$ cat src/rtl/dsi_cmd_pkg.sv
package dsi_cmd_pkg;

  typedef enum logic [1:0] {
    SER_IDLE = 2'd0,
    SER_HDR  = 2'd1,
    SER_PLD  = 2'd2
  } ser_state_e;

  // register word addresses
  localparam int A_TX_PLD = 0;
  localparam int A_TX_HDR = 1;
  localparam int A_STATUS = 2;
  localparam int A_RX_HDR = 3;
  localparam int A_RX_PLD = 4;

  localparam int HDR_LAST_IDX = 2;

  // long packet: low nibble of data type in 0x9..0xE
  function automatic logic dt_is_long(input logic [5:0] dt);
    return (dt[3:0] >= 4'h9) && (dt[3:0] <= 4'hE);
  endfunction

endpackage

$ cat src/rtl/dsi_rst_sync.sv
module dsi_rst_sync (
  input  logic clk,
  input  logic arst_n,
  output logic srst_n
);

  logic [1:0] sync_q;
  logic [1:0] sync_d;

  always_comb begin
    sync_d = {sync_q[0], 1'b1};
  end

  always_ff @(posedge clk or negedge arst_n) begin
    if (!arst_n) sync_q <= '0;
    else         sync_q <= sync_d;
  end

  assign srst_n = sync_q[1];

endmodule

$ cat src/rtl/dsi_word_fifo.sv
module dsi_word_fifo #(
  parameter int W     = 32,
  parameter int DEPTH = 4
) (
  input  logic         clk,
  input  logic         rst_n,
  input  logic         push,
  input  logic [W-1:0] wdata,
  input  logic         pop,
  output logic [W-1:0] rdata,
  output logic         full,
  output logic         empty
);

  localparam int PW = (DEPTH > 1) ? $clog2(DEPTH) : 1;
  localparam int CW = $clog2(DEPTH + 1);

  logic [W-1:0]  mem [DEPTH];
  logic [PW-1:0] wptr_q, wptr_d, rptr_q, rptr_d;
  logic [CW-1:0] cnt_q, cnt_d;
  logic          do_push, do_pop;

  assign full  = (cnt_q == CW'(DEPTH));
  assign empty = (cnt_q == '0);
  assign rdata = mem[rptr_q];

  always_comb begin
    do_push = push && !full;
    do_pop  = pop && !empty;
    wptr_d  = wptr_q;
    rptr_d  = rptr_q;
    cnt_d   = cnt_q;
    if (do_push) wptr_d = (wptr_q == PW'(DEPTH - 1)) ? '0 : wptr_q + 1'b1;
    if (do_pop)  rptr_d = (rptr_q == PW'(DEPTH - 1)) ? '0 : rptr_q + 1'b1;
    if (do_push && !do_pop)      cnt_d = cnt_q + 1'b1;
    else if (do_pop && !do_push) cnt_d = cnt_q - 1'b1;
  end

  always_ff @(posedge clk or negedge rst_n) begin
    if (!rst_n) begin
      wptr_q <= '0;
      rptr_q <= '0;
      cnt_q  <= '0;
    end else begin
      wptr_q <= wptr_d;
      rptr_q <= rptr_d;
      cnt_q  <= cnt_d;
    end
  end

  // storage carries no reset; written only under its enable
  always_ff @(posedge clk) begin
    if (do_push) mem[wptr_q] <= wdata;
  end

endmodule

$ cat src/rtl/dsi_tx_serializer.sv
module dsi_tx_serializer #(
  parameter int WC_W = 16
) (
  input  logic            clk,
  input  logic            rst_n,
  input  logic            start_i,
  input  logic [23:0]     hdr_i,
  input  logic            lp_i,
  input  logic [31:0]     word_i,
  input  logic            word_ok_i,
  input  logic            ready_i,
  output logic            pop_o,
  output logic            valid_o,
  output logic [7:0]      data_o,
  output logic            last_o,
  output logic            lp_o,
  output logic            busy_o
);
  import dsi_cmd_pkg::*;

  ser_state_e        state_q, state_d;
  logic [23:0]       hdr_q, hdr_d;
  logic              lp_q, lp_d;
  logic [1:0]        idx_q, idx_d;
  logic [WC_W-1:0]   rem_q, rem_d;
  logic              fire;

  always_comb begin
    state_d = state_q;
    hdr_d   = hdr_q;
    lp_d    = lp_q;
    idx_d   = idx_q;
    rem_d   = rem_q;
    valid_o = 1'b0;
    data_o  = 8'h00;
    last_o  = 1'b0;
    pop_o   = 1'b0;
    fire    = 1'b0;
    unique case (state_q)
      SER_IDLE: begin
        if (start_i) begin
          state_d = SER_HDR;
          hdr_d   = hdr_i;
          lp_d    = lp_i;
          idx_d   = '0;
          rem_d   = dt_is_long(hdr_i[5:0]) ? WC_W'(hdr_i[23:8]) : '0;
        end
      end
      SER_HDR: begin
        valid_o = 1'b1;
        unique case (idx_q)
          2'd0:    data_o = hdr_q[7:0];
          2'd1:    data_o = hdr_q[15:8];
          default: data_o = hdr_q[23:16];
        endcase
        last_o = (idx_q == 2'(HDR_LAST_IDX)) && (rem_q == '0);
        fire   = ready_i;
        if (fire) begin
          if (idx_q == 2'(HDR_LAST_IDX)) begin
            idx_d   = '0;
            state_d = (rem_q == '0) ? SER_IDLE : SER_PLD;
          end else begin
            idx_d = idx_q + 1'b1;
          end
        end
      end
      SER_PLD: begin
        valid_o = word_ok_i;
        unique case (idx_q)
          2'd0: data_o = word_i[7:0];
          2'd1: data_o = word_i[15:8];
          2'd2: data_o = word_i[23:16];
          default: data_o = word_i[31:24];
        endcase
        last_o = (rem_q == WC_W'(1));
        fire   = word_ok_i && ready_i;
        if (fire) begin
          rem_d = rem_q - 1'b1;
          pop_o = (rem_q == WC_W'(1)) || (idx_q == 2'd3);
          idx_d = idx_q + 1'b1;
          if (rem_q == WC_W'(1)) begin
            idx_d   = '0;
            state_d = SER_IDLE;
          end
        end
      end
      default: state_d = SER_IDLE;
    endcase
  end

  always_ff @(posedge clk or negedge rst_n) begin
    if (!rst_n) begin
      state_q <= SER_IDLE;
      hdr_q   <= '0;
      lp_q    <= 1'b0;
      idx_q   <= '0;
      rem_q   <= '0;
    end else begin
      state_q <= state_d;
      hdr_q   <= hdr_d;
      lp_q    <= lp_d;
      idx_q   <= idx_d;
      rem_q   <= rem_d;
    end
  end

  assign lp_o   = lp_q;
  assign busy_o = (state_q != SER_IDLE);

endmodule

$ cat src/rtl/dsi_cmd_port.sv
module dsi_cmd_port #(
  parameter int TX_DEPTH = 4,
  parameter int RX_DEPTH = 4,
  parameter int ADDR_W   = 3
) (
  input  logic              clk,
  input  logic              rst_n,
  input  logic              reg_wr,
  input  logic              reg_rd,
  input  logic [ADDR_W-1:0] reg_addr,
  input  logic [31:0]       reg_wdata,
  output logic [31:0]       reg_rdata,
  output logic              tx_valid,
  input  logic              tx_ready,
  output logic [7:0]        tx_data,
  output logic              tx_last,
  output logic              tx_lp,
  input  logic              rx_hdr_valid,
  input  logic [23:0]       rx_hdr,
  input  logic              rx_pld_valid,
  input  logic [31:0]       rx_pld
);
  import dsi_cmd_pkg::*;

  localparam int WORD_W = 32;
  localparam int WC_W   = 16;

  logic              rst_n_s;
  logic              pld_wr, hdr_wr, hdr_rd, pld_rd, start;
  logic              tx_busy, tx_full, tx_empty, tx_pop;
  logic [WORD_W-1:0] tx_head;
  logic              rx_empty, unused_rx_full;
  logic [WORD_W-1:0] rx_head;
  logic              ovf_q, ovf_d;
  logic [23:0]       rxh_q, rxh_d;
  logic              unread_q, unread_d;
  logic              rd_avail, fifo_ne;
  logic [31:0]       status;
  logic              unused_wbits;

  assign unused_wbits = ^reg_wdata[31:25];

  dsi_rst_sync i_rst_sync (
    .clk    (clk),
    .arst_n (rst_n),
    .srst_n (rst_n_s)
  );

  // register strobes
  always_comb begin
    pld_wr = reg_wr && (reg_addr == ADDR_W'(A_TX_PLD));
    hdr_wr = reg_wr && (reg_addr == ADDR_W'(A_TX_HDR));
    hdr_rd = reg_rd && (reg_addr == ADDR_W'(A_RX_HDR));
    pld_rd = reg_rd && (reg_addr == ADDR_W'(A_RX_PLD));
    start  = hdr_wr && !tx_busy;
  end

  dsi_word_fifo #(.W(WORD_W), .DEPTH(TX_DEPTH)) i_tx_fifo (
    .clk   (clk),
    .rst_n (rst_n_s),
    .push  (pld_wr),
    .wdata (reg_wdata),
    .pop   (tx_pop),
    .rdata (tx_head),
    .full  (tx_full),
    .empty (tx_empty)
  );

  dsi_tx_serializer #(.WC_W(WC_W)) i_ser (
    .clk       (clk),
    .rst_n     (rst_n_s),
    .start_i   (start),
    .hdr_i     (reg_wdata[23:0]),
    .lp_i      (reg_wdata[24]),
    .word_i    (tx_head),
    .word_ok_i (!tx_empty),
    .ready_i   (tx_ready),
    .pop_o     (tx_pop),
    .valid_o   (tx_valid),
    .data_o    (tx_data),
    .last_o    (tx_last),
    .lp_o      (tx_lp),
    .busy_o    (tx_busy)
  );

  dsi_word_fifo #(.W(WORD_W), .DEPTH(RX_DEPTH)) i_rx_fifo (
    .clk   (clk),
    .rst_n (rst_n_s),
    .push  (rx_pld_valid),
    .wdata (rx_pld),
    .pop   (pld_rd),
    .rdata (rx_head),
    .full  (unused_rx_full),
    .empty (rx_empty)
  );

  // next state for flags and the receive header holder
  always_comb begin
    ovf_d    = ovf_q | (pld_wr && tx_full);
    rxh_d    = rxh_q;
    unread_d = unread_q;
    if (rx_hdr_valid) begin
      rxh_d    = rx_hdr;
      unread_d = 1'b1;
    end else if (hdr_rd) begin
      unread_d = 1'b0;
    end
  end

  always_ff @(posedge clk or negedge rst_n_s) begin
    if (!rst_n_s) begin
      ovf_q    <= 1'b0;
      rxh_q    <= '0;
      unread_q <= 1'b0;
    end else begin
      ovf_q    <= ovf_d;
      rxh_q    <= rxh_d;
      unread_q <= unread_d;
    end
  end

  assign rd_avail = unread_q | !rx_empty;
  assign fifo_ne  = !tx_empty | !rx_empty;
  assign status   = {13'd0, rd_avail, fifo_ne, tx_busy, 15'd0, ovf_q};

  always_comb begin
    reg_rdata = '0;
    if (reg_addr == ADDR_W'(A_STATUS))      reg_rdata = status;
    else if (reg_addr == ADDR_W'(A_RX_HDR)) reg_rdata = {8'd0, rxh_q};
    else if (reg_addr == ADDR_W'(A_RX_PLD)) reg_rdata = rx_empty ? '0 : rx_head;
  end

endmodule

$ cat config.mk
export PLATFORM = sky130hd
export DESIGN_NAME = dsi_cmd_port
export DESIGN_NICKNAME = d
export VERILOG_FILES = /design/src/rtl/dsi_cmd_pkg.sv /design/src/rtl/dsi_rst_sync.sv /design/src/rtl/dsi_word_fifo.sv /design/src/rtl/dsi_tx_serializer.sv /design/src/rtl/dsi_cmd_port.sv
export SDC_FILE = /design/constraint.sdc
export NUM_CORES = 1
export LEC_CHECK = 0
export ABC_AREA = 1
export BUFFER_PORTS_ARGS = -buffer_cell sky130_fd_sc_hd__buf_2
export CELL_PAD_IN_SITES_DETAIL_PLACEMENT = 0
export CELL_PAD_IN_SITES_GLOBAL_PLACEMENT = 1
export CORE_UTILIZATION = 50
export DETAILED_ROUTE_END_ITERATION = 10
export PLACE_DENSITY = 0.83
export SLEW_MARGIN = 20
export SYNTH_ARGS = -nofsm -noshare
export SYNTH_HDL_FRONTEND = slang
export SYNTH_SLANG_ARGS = --single-unit
$ cat constraint.sdc
create_clock -name clk -period 5.8 [get_ports clk]
set_input_delay 1.16 -clock clk [delete_from_list [all_inputs] [get_ports clk]]
set_output_delay 1.16 -clock clk [all_outputs]
set_load 0.02 [all_outputs]
After elaboration in Yosys (flattened, before gate mapping)
Memory sizes are Yosys's and may differ from the RTL's.
Cells that the tools add are included.
{ "classes": {"addsub": 10, "order_cmp": 2, "n_eq_ne": 21, "muxes": 42, "bitwise_logic": 3, "n_reduce_logical": 43} }
{ "op_table": {"columns": ["op", "count"], "rows": [
  ["$mux W32", 4],
  ["$mux W16", 3],
  ["$pmux W16 S2", 1],
  ["$pmux W8 S2", 2],
  ["$mux W2", 15],
  ["$pmux W8 S3", 1],
  ["$logic_and A1 B1 Y1", 17],
  ["$eq A16 B1 Y1 const B", 1],
  ["$logic_not A16 Y1", 1],
  ["$sub A16 B1 Y16 const B", 1],
  ["$eq A2 B2 Y1 const B", 7],
  ["$mux W3", 4],
  ["$pmux W2 S3", 2],
  ["$add A2 B1 Y2 const B", 5],
  ["$reduce_bool A2 Y1", 5],
  ["$eq A3 B3 Y1 const B", 3],
  ["$logic_not A1 Y1", 9],
  ["$logic_not A3 Y1", 3],
  ["$mux W1", 8],
  ["$ne A2 B1 Y1 const B", 4],
  ["$add A3 B1 Y3 const B", 2],
  ["$eq A3 B2 Y1 const B", 2],
  ["$sub A3 B1 Y3 const B", 2],
  ["$reduce_and A5 Y1", 1],
  ["other kinds (13)", 18]
]} }
{ "totals": {"regBits": 87, "ramBits": 256, "output_inout_bits": 43, "wordCells": 138, "mem_count": 2} }
{ "mem_list": {"columns": ["memory", "words", "width", "rd", "rd_ports_with_merged_regs", "write_ports", "line_no", "text"], "rows": [
  ["i_rx_fifo.mem", 4, 32, 1, 0, 1, "dsi_word_fifo.sv:18", "logic [W-1:0] mem [DEPTH];"],
  ["i_tx_fifo.mem", 4, 32, 1, 0, 1, "dsi_word_fifo.sv:18", null]
]} }

Depth between registers and ports, before layout
Gate-level depths: netlist of the first run.
{ "logic_depth": {"word_depth": 9, "ltp_mapped": 12} }

Modules after synthesis
From an unflattened synthesis of the first run, not the netlist that was laid out.
{ "hier_totals": {"hier_cells": 1550, "area_unflattened_um2": 15828.9} }
{ "by_module_without_submodules": {"columns": ["module", "instances", "cells_each", "area_per_inst_um2", "seq_area_each_um2"], "rows": [
  ["dsi_word_fifo", 2, 434, 5494.0, 4018.9],
  ["dsi_tx_serializer", 1, 438, 3140.5, 1126.1],
  ["dsi_cmd_port", 1, 241, 1646.6, 650.6],
  ["dsi_rst_sync", 1, 3, 53.8, 50.0]
]} }

Worst setup path after synthesis of the first run
Ideal clock, no wire load.
{ "synth_timing": {"path_kind": "input to register", "from": "input port reg_addr[1]", "to": "memory i_tx_fifo.mem[0][0], enable pin", "arrival_ps": 3133, "required_ps": 5379, "path_slack_ps": 2246, "cell_stages": 5, "n_path_buf": 0, "cell_sequence": "nor2_1 nand3_1 nor2_1 inv_1 nor2_1"} }
{ "synth_between": {"elab_chain_len": 5} }
{ "synth_lines": {"columns": ["element", "line_no", "text"], "rows": [
  ["from (decl)", "dsi_cmd_port.sv:10", "input logic [ADDR_W-1:0] reg_addr,"],
  ["$logic_not A3 Y1", "dsi_cmd_port.sv:51", "pld_wr = reg_wr && (reg_addr == ADDR_W'(A_TX_PLD));"],
  ["$logic_and A1 B1 Y1", "dsi_cmd_port.sv:51", null],
  ["$logic_and A1 B1 Y1", "dsi_word_fifo.sv:28", "do_push = push && !full;"],
  ["via i_tx_fifo.do_push", "dsi_word_fifo.sv:21", "logic do_push, do_pop;"],
  ["$mux W1", "dsi_word_fifo.sv:53", "if (do_push) mem[wptr_q] <= wdata;"],
  ["$mux W1 (implied by the code)", "dsi_word_fifo.sv:53", null],
  ["to (decl)", "dsi_word_fifo.sv:18", null]
]} }
The timed path passes the listed nets, and every way through them passes these cells.

Worst setup path after layout of the first run
{ "layout_timing": {"from": "register i_rx_fifo.rptr_q[0]", "to": "output port reg_rdata[2]"} }
{ "layout_between": {"elab_chain_len": 5} }
{ "layout_lines": {"columns": ["element", "line_no", "text"], "rows": [
  ["from (decl)", "dsi_word_fifo.sv:19", "logic [PW-1:0] wptr_q, wptr_d, rptr_q, rptr_d;"],
  ["from (signal assigned)", "dsi_word_fifo.sv:46", "rptr_q <= rptr_d;"],
  ["$mem_v2 Z4 W32", null, null],
  ["$mux W32 (2 in series)", "dsi_cmd_port.sv:130", "else if (reg_addr == ADDR_W'(A_RX_PLD)) reg_rdata = rx_empty ? '0 : rx_head;"],
  ["$mux W32", "dsi_cmd_port.sv:129", "else if (reg_addr == ADDR_W'(A_RX_HDR)) reg_rdata = {8'd0, rxh_q};"],
  ["$mux W32", "dsi_cmd_port.sv:128", "if (reg_addr == ADDR_W'(A_STATUS)) reg_rdata = status;"],
  ["to (decl)", "dsi_cmd_port.sv:12", "output logic [31:0] reg_rdata,"]
]} }
Every way passes these cells.

==> reports/qor.txt, run 1 <==
================================================================================
Yosys warnings ....................................................            0
Min-delay worst type ..............................................   reg -> reg
Clock buffers created by TritonCTS ................................           36
Yosys cell types ..................................................           36
CP endpoint ....................................................... reg_rdata[2]
Worst setup EP type ............................................... primary output
Worst reg2reg path startpoint ..................................... i_ser.state_q[0]
Time the worst path needs with I/O delays and setup ...............      4.42 ns
DRT antenna net count .............................................            0
Depth of the CTS H-tree ...........................................            2
Setup repair after global routing missed its margin ...............        false
Max Transition Viols Final ........................................            0
Reg clk slew, reported paths ......................................      0.06 ns
Power per cell area ...............................................  453 mW/mm^2
Final clock period utilization by the worst path ..................        0.763
Worst setup SP type ...............................................    flip-flop
Number of synthesized register bits ...............................          343
Maximum vdd drop ..................................................       259 uV
Layout net count ..................................................        1,719
Max-cap violation count ...........................................            0
Number of synthesized flops with an enable pin ....................          256
Leftover overflow at the end of global routing ....................            0
Post-CTS Resized ..................................................            0
Most used cells in the layout excluding fill and tap cells ........ sky130_fd_sc_hd__nand2_1 (340), sky130_fd_sc_hd__edfxtp_1 (256), sky130_fd_sc_hd__inv_1 (161), sky130_fd_sc_hd__o21ai_0 (153), sky130_fd_sc_hd__buf_2 (140)
Post-synthesis cell count .........................................        1,471
Wire length after detailed routing ................................    34,900 um
TritonCTS clock tree ..............................................          yes
Hold Vio Cnt, Final ...............................................            0
Core Area .........................................................  0.0297 mm^2
Average detailed-routed wire length per instance ..................      17.3 um
Beginning of the critical path .................................... i_rx_fifo.rptr_q[0]
End-of-flow core utilization ......................................        0.585
Setup TNS .........................................................         0 ns
Final number of setup-violating endpoints .........................            0
Worst flop-to-flop path endpoint .................................. i_tx_fifo.cnt_q[2]
DR iter-0 viols ...................................................          776
Floorplan row count ...............................................           63
Result of the run .................................................    completed
Leading cell type in the layout, fill and taps excluded ........... sky130_fd_sc_hd__nand2_1
Via-to-Cell Ratio .................................................         5.23
Share of synthesized registers carrying an async set or reset .....        0.254
Floorplan die area ................................................  0.0310 mm^2
DRC viols .........................................................            0
Number of buffers inserted to repair setup after CTS ..............            0
Fraction of final layout cells with drive strength greater than 1 .        0.151
Smallest hold slack ...............................................     0.358 ns
Post-CTS Hold Fix Bufs ............................................            0
Proportion of synthesized chip area in sequential cells ...........        0.651
Register-to-register setup slack ..................................      2.94 ns
Critical Path Fanout Max ..........................................           67
Timing-limited maximum frequency ..................................      226 MHz
Number of cell instances on the worst register-to-register path ...           12
Number of sinks driven by the clock tree ..........................          343
# IOs .............................................................          141
Pin count of the biggest net entering global routing ..............           68
Initial standard-cell utilization of the core .....................        0.510
Slew of the pin with the lowest slew margin .......................      1.05 ns
Synthesized area divided by synthesized cell count ................    10.3 um^2
Wire length of the first global-routing pass ......................    55,400 um
Post-Synthesis Net Count ..........................................        1,595
Number of input and output port buffers inserted ..................          140
Initial antenna violation count ...................................            9
Crit path required time ...........................................      4.64 ns
Gpl congestion ....................................................        0.837
Pre-antenna DRT Iters .............................................            5
Die height ........................................................       176 um
Vias in the first global route ....................................       10,300
Top_reg_cell synth ................................................ sky130_fd_sc_hd__edfxtp_1
Static leakage ....................................................      7.30 nW
Max Buffers Root-to-Sink ..........................................            3
Via count .........................................................       10,600
Area of the mapped netlist ........................................  0.0151 mm^2
Crit Path Class ...................................................   reg -> out
Die width .........................................................       176 um
Aggregate global-route resource usage .............................        0.231
HPWL after detailed placement .....................................    22,300 um
Max-slew headroom .................................................        0.300
Clock latency on the worst-skew pair ..............................      0.51 ns
Area growth from synthesis to final layout ........................        14.9%
Clock root buffer ................................................. sky130_fd_sc_hd__clkbuf_16
Crit path arrival time ............................................      3.26 ns
Max Clock Skew ....................................................    0.0130 ns
================================================================================
[through the flow]
step           total power, mW  cell area, um^2  setup WS [ns]  std cells
2_1_floorplan             4.91            15100           2.25       1471
3_3_place_gp              5.53            16100           1.80       1946
3_5_place_dp              5.58            16200           1.73       1947
4_1_cts                   7.93            17400           1.32       2011
5_1_grt                   8.32            17400           1.10       2014
6_report                  7.87            17400           1.38       2016
[cell type report]
cell class                 count  area [um^2]
fill                        2510        12300
sequential                   343         9870
multi-input combinational    890         4340
clock buffer                  47         1000
timing repair buffer         157          848
inverter                     167          627
tap                          390          488
clock inverter                17          211
antenna                        5         12.5
[per-layer routing]
| metal | wire, um | GRT usage | vias to the layer above |
|---|---|---|---|
| li1 | - | - | 5167 |
| met1 | 15200 | 0.315 | 4978 |
| met2 | 16500 | 0.378 | 331 |
| met3 | 2230 | 0.0396 | 66 |
| met4 | 851 | 0.0725 | 8 |
| met5 | 42 | 0 | - |
[cells by family (layout without fill, tap and decap cells)]
family,Yosys count,after routing,share of synthesized area
mux,12,12,0.00892
flops,343,343,0.651
simple gates,607,607,0.165
compound gates,237,237,0.0828
other cells,1,6,0.000248
fa+ha+maj,26,26,0.0225
buf+inv,238,388,0.0652
xor+xnor,7,7,0.00405
[registers in the layout, summed over array words and instances, names as in the netlist, 2 cells and up]
| signal | count |
|---|---|
| i_rx_fifo.mem | 128 |
| i_tx_fifo.mem | 128 |
| i_ser.hdr_q | 24 |
| rxh_q | 24 |
| i_ser.rem_q | 16 |
| i_rx_fifo.cnt_q | 3 |
| i_tx_fifo.cnt_q | 3 |
| i_rst_sync.sync_q | 2 |
| i_rx_fifo.rptr_q | 2 |
| i_rx_fifo.wptr_q | 2 |
| i_ser.idx_q | 2 |
| i_ser.state_q | 2 |
| i_tx_fifo.rptr_q | 2 |
| i_tx_fifo.wptr_q | 2 |
[cells in the mapped netlist (2+ instances only)]
cell type / n / area, um^2
sky130_fd_sc_hd__a21oi_1: 43 / 215
sky130_fd_sc_hd__buf_2: 24 / 120
sky130_fd_sc_hd__buf_4: 9 / 67.6
sky130_fd_sc_hd__buf_6: 4 / 45.0
sky130_fd_sc_hd__clkbuf_1: 33 / 124
sky130_fd_sc_hd__dfrtp_1: 87 / 2180
sky130_fd_sc_hd__edfxtp_1: 256 / 7690
sky130_fd_sc_hd__fa_1: 2 / 40.0
sky130_fd_sc_hd__ha_1: 24 / 300
sky130_fd_sc_hd__inv_1: 161 / 604
sky130_fd_sc_hd__inv_2: 5 / 18.8
sky130_fd_sc_hd__mux2_1: 7 / 78.8
sky130_fd_sc_hd__mux2_2: 5 / 56.3
sky130_fd_sc_hd__nand2_1: 340 / 1280
sky130_fd_sc_hd__nand2_2: 3 / 18.8
sky130_fd_sc_hd__nand3_1: 113 / 566
sky130_fd_sc_hd__nand3_2: 3 / 30.0
sky130_fd_sc_hd__nand4_1: 3 / 18.8
sky130_fd_sc_hd__nor2_1: 128 / 480
sky130_fd_sc_hd__nor2_2: 3 / 18.8
sky130_fd_sc_hd__nor2_4: 3 / 33.8
sky130_fd_sc_hd__nor3_1: 9 / 45.0
sky130_fd_sc_hd__o21ai_0: 153 / 766
sky130_fd_sc_hd__o21ai_1: 9 / 45.0
sky130_fd_sc_hd__o221ai_1: 4 / 35.0
sky130_fd_sc_hd__o22ai_1: 25 / 156
sky130_fd_sc_hd__xnor2_1: 3 / 26.3
sky130_fd_sc_hd__xor2_1: 4 / 35.0
[worst min-delay path by stage]
stage	startpoint	end	slack, ns	cells after the start
6_report	i_rst_sync.sync_q[0]	i_rst_sync.sync_q[1]	0.36	0
5_1_grt	i_rst_sync.sync_q[0]	i_rst_sync.sync_q[1]	0.37	0
4_1_cts	i_rst_sync.sync_q[0]	i_rst_sync.sync_q[1]	0.36	0
3_5_place_dp	i_rst_sync.sync_q[0]	i_rst_sync.sync_q[1]	0.34	0
3_3_place_gp	i_rst_sync.sync_q[0]	i_rst_sync.sync_q[1]	0.34	0
2_1_floorplan	i_rst_sync.sync_q[0]	i_rst_sync.sync_q[1]	0.33	0
[worst max-delay path, cell delays in order (launching register included)]
cell                      delay (ns)
sky130_fd_sc_hd__dfrtp_2        0.38
sky130_fd_sc_hd__buf_4          0.32
sky130_fd_sc_hd__inv_1          0.84
sky130_fd_sc_hd__buf_4          0.43
sky130_fd_sc_hd__o21ai_0        0.15
sky130_fd_sc_hd__o22ai_1        0.21
sky130_fd_sc_hd__nand2_1        0.08
sky130_fd_sc_hd__o21ai_0        0.10
sky130_fd_sc_hd__buf_2          0.22
[where the power goes]
| part | leakage, nW | switching, mW | internal [mW] |
|---|---|---|---|
| registers | 3.39 | 0.189 | 3.06 |
| logic | 3.31 | 1.58 | 0.691 |
| clock network | 0.598 | 0.908 | 1.44 |
| total | 7.30 | 2.68 | 5.20 |
No activity file was read; power rests on OpenSTA's default activity.
==> run 2: changes to the inputs <==
- CORE_UTILIZATION: 50 -> 47
- PLACE_DENSITY: 0.83 -> 0.79
- clock period: 5.8 -> 4.4 ns (I/O delays scaled with it)
==> run 2 against run 1 <==
  * Clock-buffer cell count fell by 7
  * Utilization decreased by 3.2 points
  * Wire length up 0.51%
  * Clock power up 38%
  * First-iteration DRC count decreased by 14%
  * Register-to-register slack got worse by 1.4 ns
  * Hold slack got worse by 0.23 ns
  * Largest cell class unchanged
  * Largest power group unchanged
==> reports/qor.txt, run 2 (synthesized netlist as in run 1, its figures left out) <==
================================================================================
Number of sinks driven by the clock tree ..........................          343   unchanged
Max Clock Skew ....................................................    0.0202 ns   was 0.0130 ns
Registers with the highest flip-flop counts ....................... i_rx_fifo.mem: 128 flops, i_tx_fifo.mem: 128 flops   unchanged
Floorplan row count ...............................................           65   was 63
Placement Setup Slack .............................................      1.30 ns   was 1.73 ns
Via count .........................................................       10,400   was 10,600
Clock latency on the worst-skew pair ..............................      0.53 ns   was 0.51 ns
Area post-placement ...............................................  0.0162 mm^2   about the same
Setup TNS .........................................................         0 ns   unchanged
Max-slew headroom .................................................        0.428   was 0.300
Result of the run .................................................    completed   unchanged
DR iter-0 viols ...................................................          671   was 776
Gpl congestion ....................................................        0.798   was 0.837
DRC viols .........................................................            0   unchanged
Clock root buffer ................................................. sky130_fd_sc_hd__clkbuf_16   unchanged
Core Area .........................................................  0.0316 mm^2   was 0.0297 mm^2
Post-Place Cells ..................................................        1,963   was 1,947
Slew of the pin with the lowest slew margin .......................     0.857 ns   was 1.05 ns
Peak per-stage delay on the critical path .........................      0.56 ns   was 0.84 ns
Die height ........................................................       182 um   was 176 um
Pre-antenna DRT Iters .............................................            5   unchanged
Wire length of the first global-routing pass ......................    55,400 um   about the same
Hold Vio Cnt, Final ...............................................            0   unchanged
Design Area, Final ................................................  0.0175 mm^2   was 0.0174 mm^2
Max-cap violation count ...........................................            0   unchanged
Die width .........................................................       182 um   was 176 um
Overall power of the completed layout .............................      10.5 mW   was 7.87 mW
Post-CTS Resized ..................................................            0   unchanged
Most used cells in the layout excluding fill and tap cells ........ sky130_fd_sc_hd__nand2_1 (340), sky130_fd_sc_hd__edfxtp_1 (256), sky130_fd_sc_hd__inv_1 (161), sky130_fd_sc_hd__o21ai_0 (153), sky130_fd_sc_hd__buf_2 (140)   unchanged
Final number of setup-violating endpoints .........................            0   unchanged
Maximum vdd drop ..................................................       493 uV   was 259 uV
Leftover overflow at the end of global routing ....................            0   unchanged
Post-Layout Cell Count ............................................        2,034   was 2,016
Smallest hold slack ...............................................     0.131 ns   was 0.358 ns
Power per cell area ...............................................  602 mW/mm^2   was 453 mW/mm^2
Layout net count ..................................................        1,724   was 1,719
End-of-flow core utilization ......................................        0.553   was 0.585
Aggregate global-route resource usage .............................        0.217   was 0.231
Timing-limited maximum frequency ..................................      287 MHz
TritonCTS clock tree ..............................................          yes   unchanged
Min-delay worst type ..............................................  in -> async   was reg -> reg
Leading cell type in the layout, fill and taps excluded ........... sky130_fd_sc_hd__nand2_1   unchanged
Setup repair after global routing missed its margin ...............        false   unchanged
Critical Path Fanout Max ..........................................           65   was 67
Initial antenna violation count ...................................            8   was 9
Final clock period utilization by the worst path ..................        0.793
Critical path's slowest cell ...................................... sky130_fd_sc_hd__buf_4   was sky130_fd_sc_hd__inv_1
Max Transition Viols Final ........................................            0   unchanged
HPWL after detailed placement .....................................    22,100 um   was 22,300 um
Reg clk slew, reported paths ......................................      0.06 ns   about the same
Crit Path Class ...................................................   reg -> out   unchanged
Time the worst path needs with I/O delays and setup ...............      3.49 ns
Crit path required time ...........................................      3.52 ns   was 4.64 ns
Floorplan die area ................................................  0.0330 mm^2   was 0.0310 mm^2
# IOs .............................................................          141   unchanged
Min setup slack post-route ........................................     0.910 ns   was 1.38 ns
Crit path arrival time ............................................      2.61 ns   was 3.26 ns
Worst path cell trace ............................................. inv_2 -> buf_4 -> nand2_1 -> nand3_1 -> nand3_1 -> nand2_1 -> inv_1 -> nand2_1 -> nand2_1 -> a21oi_1 -> buf_2   was buf_4 -> inv_1 -> buf_4 -> o21ai_0 -> o22ai_1 -> nand2_1 -> o21ai_0 -> buf_2
Crit path buffers/inverters .......................................            4   unchanged
Most used cell, CP ................................................ sky130_fd_sc_hd__nand2_1
Max Buffers Root-to-Sink ..........................................            3   unchanged
Number of buffers inserted to repair setup after CTS ..............            0   unchanged
Pin count of the biggest net entering global routing ..............           67   was 68
Post-CTS Hold Fix Bufs ............................................            0   unchanged
Average detailed-routed wire length per instance ..................      17.2 um   was 17.3 um
Fraction of final layout cells with drive strength greater than 1 .        0.160   was 0.151
Clock buffers created by TritonCTS ................................           37   was 36
Number of input and output port buffers inserted ..................          140   unchanged
Worst setup EP type ............................................... primary output   unchanged
Depth of the CTS H-tree ...........................................            2   unchanged
Initial standard-cell utilization of the core .....................        0.479   was 0.510
Worst setup SP type ...............................................    flip-flop   unchanged
DRT antenna net count .............................................            0   unchanged
Vias in the first global route ....................................       10,100   was 10,300
Area growth from synthesis to final layout ........................        15.5%   was 14.9%
Via-to-Cell Ratio .................................................         5.11   was 5.23
Family with the most delay on the worst path ...................... buffers and inverters   unchanged
Static leakage ....................................................      7.35 nW   was 7.30 nW
Wire length after detailed routing ................................    35,000 um   was 34,900 um
================================================================================
[run 2: cell types whose count changed in the layout (fill, tap and decap cells not counted), sizes merged]
cell	delta
clkinvlp	+4
buf	+4
clkinv	+4
clkbuf	-7
diode	-2
bufinv	+1
inv	+2
[run 2: worst register-to-register path, stage by stage, from the launching register on]
cell	delay (ns)
sky130_fd_sc_hd__dfrtp_1	0.39
sky130_fd_sc_hd__inv_1	0.08
sky130_fd_sc_hd__ha_1	0.19
sky130_fd_sc_hd__buf_4	0.23
sky130_fd_sc_hd__inv_2	0.46
sky130_fd_sc_hd__nor2_1	0.14
sky130_fd_sc_hd__nand2_2	0.15
sky130_fd_sc_hd__ha_1	0.15
sky130_fd_sc_hd__inv_1	0.07
sky130_fd_sc_hd__fa_1	0.44
sky130_fd_sc_hd__a21oi_1	0.14
sky130_fd_sc_hd__o21ai_0	0.11
sky130_fd_sc_hd__xor2_1	0.16
[run 2: layout make-up]
cell class	count	area, um^2
Inverter	167	627
Tap cell	402	503
Timing Repair Buffer	161	858
Fill cell	2725	14100
Clock buffer	40	980
Sequential cell	343	9870
Antenna cell	3	7.51
Clock inverter	28	315
Multi-Input combinational cell	890	4340
[run 2: metal layers]
metal / up-vias / global-route usage / wire (um)
li1: 5174 / - / -
met1: 4881 / 0.286 / 15100
met2: 277 / 0.360 / 16800
met3: 53 / 0.0499 / 2450
met4: 12 / 0.0573 / 602
met5: - / 0 / 66
[run 2: worst paths after layout]
check / slack, ns / cells after the start / startpoint / endpoint
setup / recovery: 0.91 / 11 / i_tx_fifo.rptr_q[0] / tx_data[7]
hold / removal: 0.13 / 1 / rst_n / i_rst_sync.sync_q[1]
setup reg to reg: 1.57 / 12 / i_ser.state_q[0] / i_tx_fifo.cnt_q[2]
hold reg to reg: 0.35 / 0 / i_rst_sync.sync_q[0] / i_rst_sync.sync_q[1]
max in group asynchronous: 3.00 / 1 / i_rst_sync.sync_q[1] / i_tx_fifo.rptr_q[0]
min in group clk: 0.35 / 0 / i_rst_sync.sync_q[0] / i_rst_sync.sync_q[1]
[run 2: where the power goes]
| part | switching, mW | total [mW] | internal (mW) | leakage (nW) |
|---|---|---|---|---|
| clock network | 1.27 | 3.25 | 1.98 | 0.632 |
| logic | 2.08 | 2.99 | 0.917 | 3.33 |
| registers | 0.256 | 4.30 | 4.04 | 3.39 |
==> run 3: changes to the inputs <==
- CORE_UTILIZATION: 47 -> 42
- PLACE_DENSITY: 0.79 -> 0.74
- clock period: 4.4 -> 2.85 ns (I/O delays scaled with it)
==> run 3 against run 2 <==
  * Clock skew is 0.0070 ns lower
  * Wire length grew 3.7%
  * First-iteration DRC count decreased by 9.8%
  * Global-route usage decreased by 1.6 points
  * Sequential share of layout area down 1.8 points
  * Total power grew 59%
  * Clock-buffer cell count increased by 16
  * Critical endpoint is now tx_data[5]
==> reports/qor.txt, run 3 (synthesized netlist as in run 1, its figures left out) <==
================================================================================
Register-to-register setup slack ..................................      0.57 ns   was 1.57 ns
Pin count of the biggest net entering global routing ..............           50   was 67
Routed met3 length ................................................      2170 um   was 2450 um
Reg clk slew, reported paths ......................................      0.06 ns   about the same
Fraction of final layout cells with drive strength greater than 1 .        0.180   was 0.160
Average detailed-routed wire length per instance ..................      17.2 um   about the same
Critical Path Fanout Max ..........................................            7   was 65
Final clock period utilization by the worst path ..................        0.976
Leftover overflow at the end of global routing ....................            0   unchanged
Time the worst path needs with I/O delays and setup ...............      2.78 ns
Amount of wire on met2 after detailed routing .....................    17,400 um   was 16,800 um
Max Clock Skew ....................................................    0.0132 ns   was 0.0202 ns
Die width .........................................................       192 um   was 182 um
Min-delay worst type ..............................................    in -> reg   was in -> async
Wire length of the first global-routing pass ......................    56,800 um   was 55,400 um
Most used cells in the layout excluding fill and tap cells ........ sky130_fd_sc_hd__nand2_1 (336), sky130_fd_sc_hd__edfxtp_1 (256), sky130_fd_sc_hd__inv_1 (157), sky130_fd_sc_hd__o21ai_0 (153), sky130_fd_sc_hd__buf_2 (138)   was sky130_fd_sc_hd__nand2_1 (340), sky130_fd_sc_hd__edfxtp_1 (256), sky130_fd_sc_hd__inv_1 (161), sky130_fd_sc_hd__o21ai_0 (153), sky130_fd_sc_hd__buf_2 (140)
DR iter-0 viols ...................................................          605   was 671
Power per cell area ...............................................  925 mW/mm^2   was 602 mW/mm^2
Pre-antenna DRT Iters .............................................            5   unchanged
Registers with the highest flip-flop counts ....................... i_rx_fifo.mem: 128 flops, i_tx_fifo.mem: 128 flops   unchanged
Worst flop-to-flop path endpoint .................................. i_tx_fifo.cnt_q[2]   unchanged
End-of-flow core utilization ......................................        0.508   was 0.553
Timing-limited maximum frequency ..................................      360 MHz
Number of sinks driven by the clock tree ..........................          343   unchanged
DRT antenna net count .............................................            0   unchanged
Leading cell type in the layout, fill and taps excluded ........... sky130_fd_sc_hd__nand2_1   unchanged
Gpl congestion ....................................................        0.815   was 0.798
Clock buffers created by TritonCTS ................................           39   was 37
Layout net count ..................................................        1,746   was 1,724
Crit Path Class ...................................................   reg -> out   unchanged
Depth of the CTS H-tree ...........................................            2   unchanged
Via-to-Cell Ratio .................................................         5.00   was 5.11
Result of the run .................................................    completed   unchanged
Setup TNS .........................................................         0 ns   unchanged
Core Area .........................................................  0.0356 mm^2   was 0.0316 mm^2
Aggregate global-route resource usage .............................        0.201   was 0.217
Final number of setup-violating endpoints .........................            0   unchanged
Crit path required time ...........................................      2.28 ns   was 3.52 ns
Initial antenna violation count ...................................            4   was 8
Floorplan die area ................................................  0.0368 mm^2   was 0.0330 mm^2
Max Buffers Root-to-Sink ..........................................            3   unchanged
Worst setup SP type ...............................................    flip-flop   unchanged
# IOs .............................................................          141   unchanged
Slew of the pin with the lowest slew margin .......................     0.804 ns   was 0.857 ns
Vias in the first global route ....................................       10,500   was 10,100
TritonCTS clock tree ..............................................          yes   unchanged
Setup repair after global routing missed its margin ...............         true   was false
Number of input and output port buffers inserted ..................          140   unchanged
Number of cell instances on the worst register-to-register path ...           11   was 12
Clock latency on the worst-skew pair ..............................      0.53 ns   about the same
Worst reg2reg path startpoint ..................................... i_ser.state_q[0]   unchanged
Hold Vio Cnt, Final ...............................................            0   unchanged
Max-slew headroom .................................................        0.464   was 0.428
Floorplan row count ...............................................           69   was 65
HPWL after detailed placement .....................................    23,500 um   was 22,100 um
Beginning of the worst hold path ..................................   rx_hdr[21]
Worst setup EP type ............................................... primary output   unchanged
Beginning of the critical path .................................... i_tx_fifo.rptr_q[0]   unchanged
Via count .........................................................       10,600   was 10,400
Die height ........................................................       192 um   was 182 um
CP endpoint .......................................................   tx_data[5]   was tx_data[7]
Clock root buffer ................................................. sky130_fd_sc_hd__clkbuf_16   unchanged
Area growth from synthesis to final layout ........................        19.3%   was 15.5%
Initial standard-cell utilization of the core .....................        0.426   was 0.479
Max Transition Viols Final ........................................            0   unchanged
Detailed-route wire length on metal 1 .............................    16,100 um   was 15,100 um
Crit path arrival time ............................................      2.21 ns   was 2.61 ns
Maximum vdd drop ..................................................       572 uV   was 493 uV
Max-cap violation count ...........................................            0   unchanged
Fill cell total of the finished layout ............................        3,207   was 2,725
Wire length after detailed routing ................................    36,300 um   was 35,000 um
Top layer in use ..................................................         met5   unchanged
DRC viols .........................................................            0   unchanged
Static leakage ....................................................      7.51 nW   was 7.35 nW
================================================================================
[run 3: cell count changes in the layout (fill, tap and decap cells not counted), sizes merged, moves of 3 or more]
cell,previous run,this run
bufinv,6,3
inv,168,164
clkinv,17,9
clkbuf,40,58
buf,161,178
[run 3: cell type report]
type / instances / area (um^2) / area share
clock buffer: 56 / 1170 / 0.0649
multi-input combinational: 890 / 4410 / 0.244
timing repair buffer: 181 / 1230 / 0.0680
antenna: 2 / 5.00 / 0.000277
sequential: 343 / 9870 / 0.546
clock inverter: 14 / 161 / 0.00893
tap: 461 / 577 / 0.0319
inverter: 167 / 638 / 0.0353
[run 3: per-layer routing]
layer  global-route usage  vias up
met4               0.0549        6
met5                    0        -
met1                0.268     5010
met2                0.332      272
met3               0.0404       58
li1                     -     5227
[run 3: repair_timing]
item	in CTS	in global routing
pin swaps	0	6
gates cloned	0	2
gates resized for setup	12	30
setup endpoints to repair	9	32
hold buffers	1	0
setup buffers	2	0
hold endpoints to repair	2	0
[run 3: metrics by stage]
stage          cell area (um^2)  hold slack (ns)  total power [mW]  cells  worst slack, ns
2_1_floorplan             15100            0.274              10.0   1471           -0.114
3_5_place_dp              16500            0.294              11.5   2037            0.295
4_1_cts                   17900            0.223              16.7   2110         -0.00502
6_report                  18100            0.246              16.7   2114           0.0693
5_1_grt                   18100            0.233              17.7   2112          -0.0245
3_3_place_gp              16500            0.298              11.5   2037            0.261
[run 3: how the worst min path moves through the flow]
stage	endpoint	slack, ns	cells after the start
4_1_cts	rxh_q[21]	0.22	3
5_1_grt	rxh_q[19]	0.23	3
2_1_floorplan	i_rst_sync.sync_q[0]	0.27	0
6_report	rxh_q[21]	0.25	3
3_5_place_dp	rxh_q[11]	0.29	0
3_3_place_gp	rxh_q[12]	0.30	0
[run 3: power breakdown]
group          leakage [nW]  internal [mW]  switching [mW]  total, mW
Sequential             3.38           6.24           0.396       6.63
Combinational          3.48           1.68            3.30       4.97
Clock                 0.645           3.14            1.97       5.10
Total                  7.51           11.0            5.66       16.7
[run 3: worst max-delay path: stages (launching register included)]
cell                      delay [ns]
sky130_fd_sc_hd__dfrtp_2        0.46
sky130_fd_sc_hd__buf_12         0.16
sky130_fd_sc_hd__buf_4          0.16
sky130_fd_sc_hd__nand2_1        0.06
sky130_fd_sc_hd__nand3_1        0.08
sky130_fd_sc_hd__nand2_1        0.09
sky130_fd_sc_hd__nand2_1        0.05
sky130_fd_sc_hd__nand2_1        0.09
sky130_fd_sc_hd__inv_1          0.04
sky130_fd_sc_hd__nand2_1        0.06
sky130_fd_sc_hd__nand2_2        0.07
sky130_fd_sc_hd__a21oi_4        0.18
sky130_fd_sc_hd__buf_4          0.17
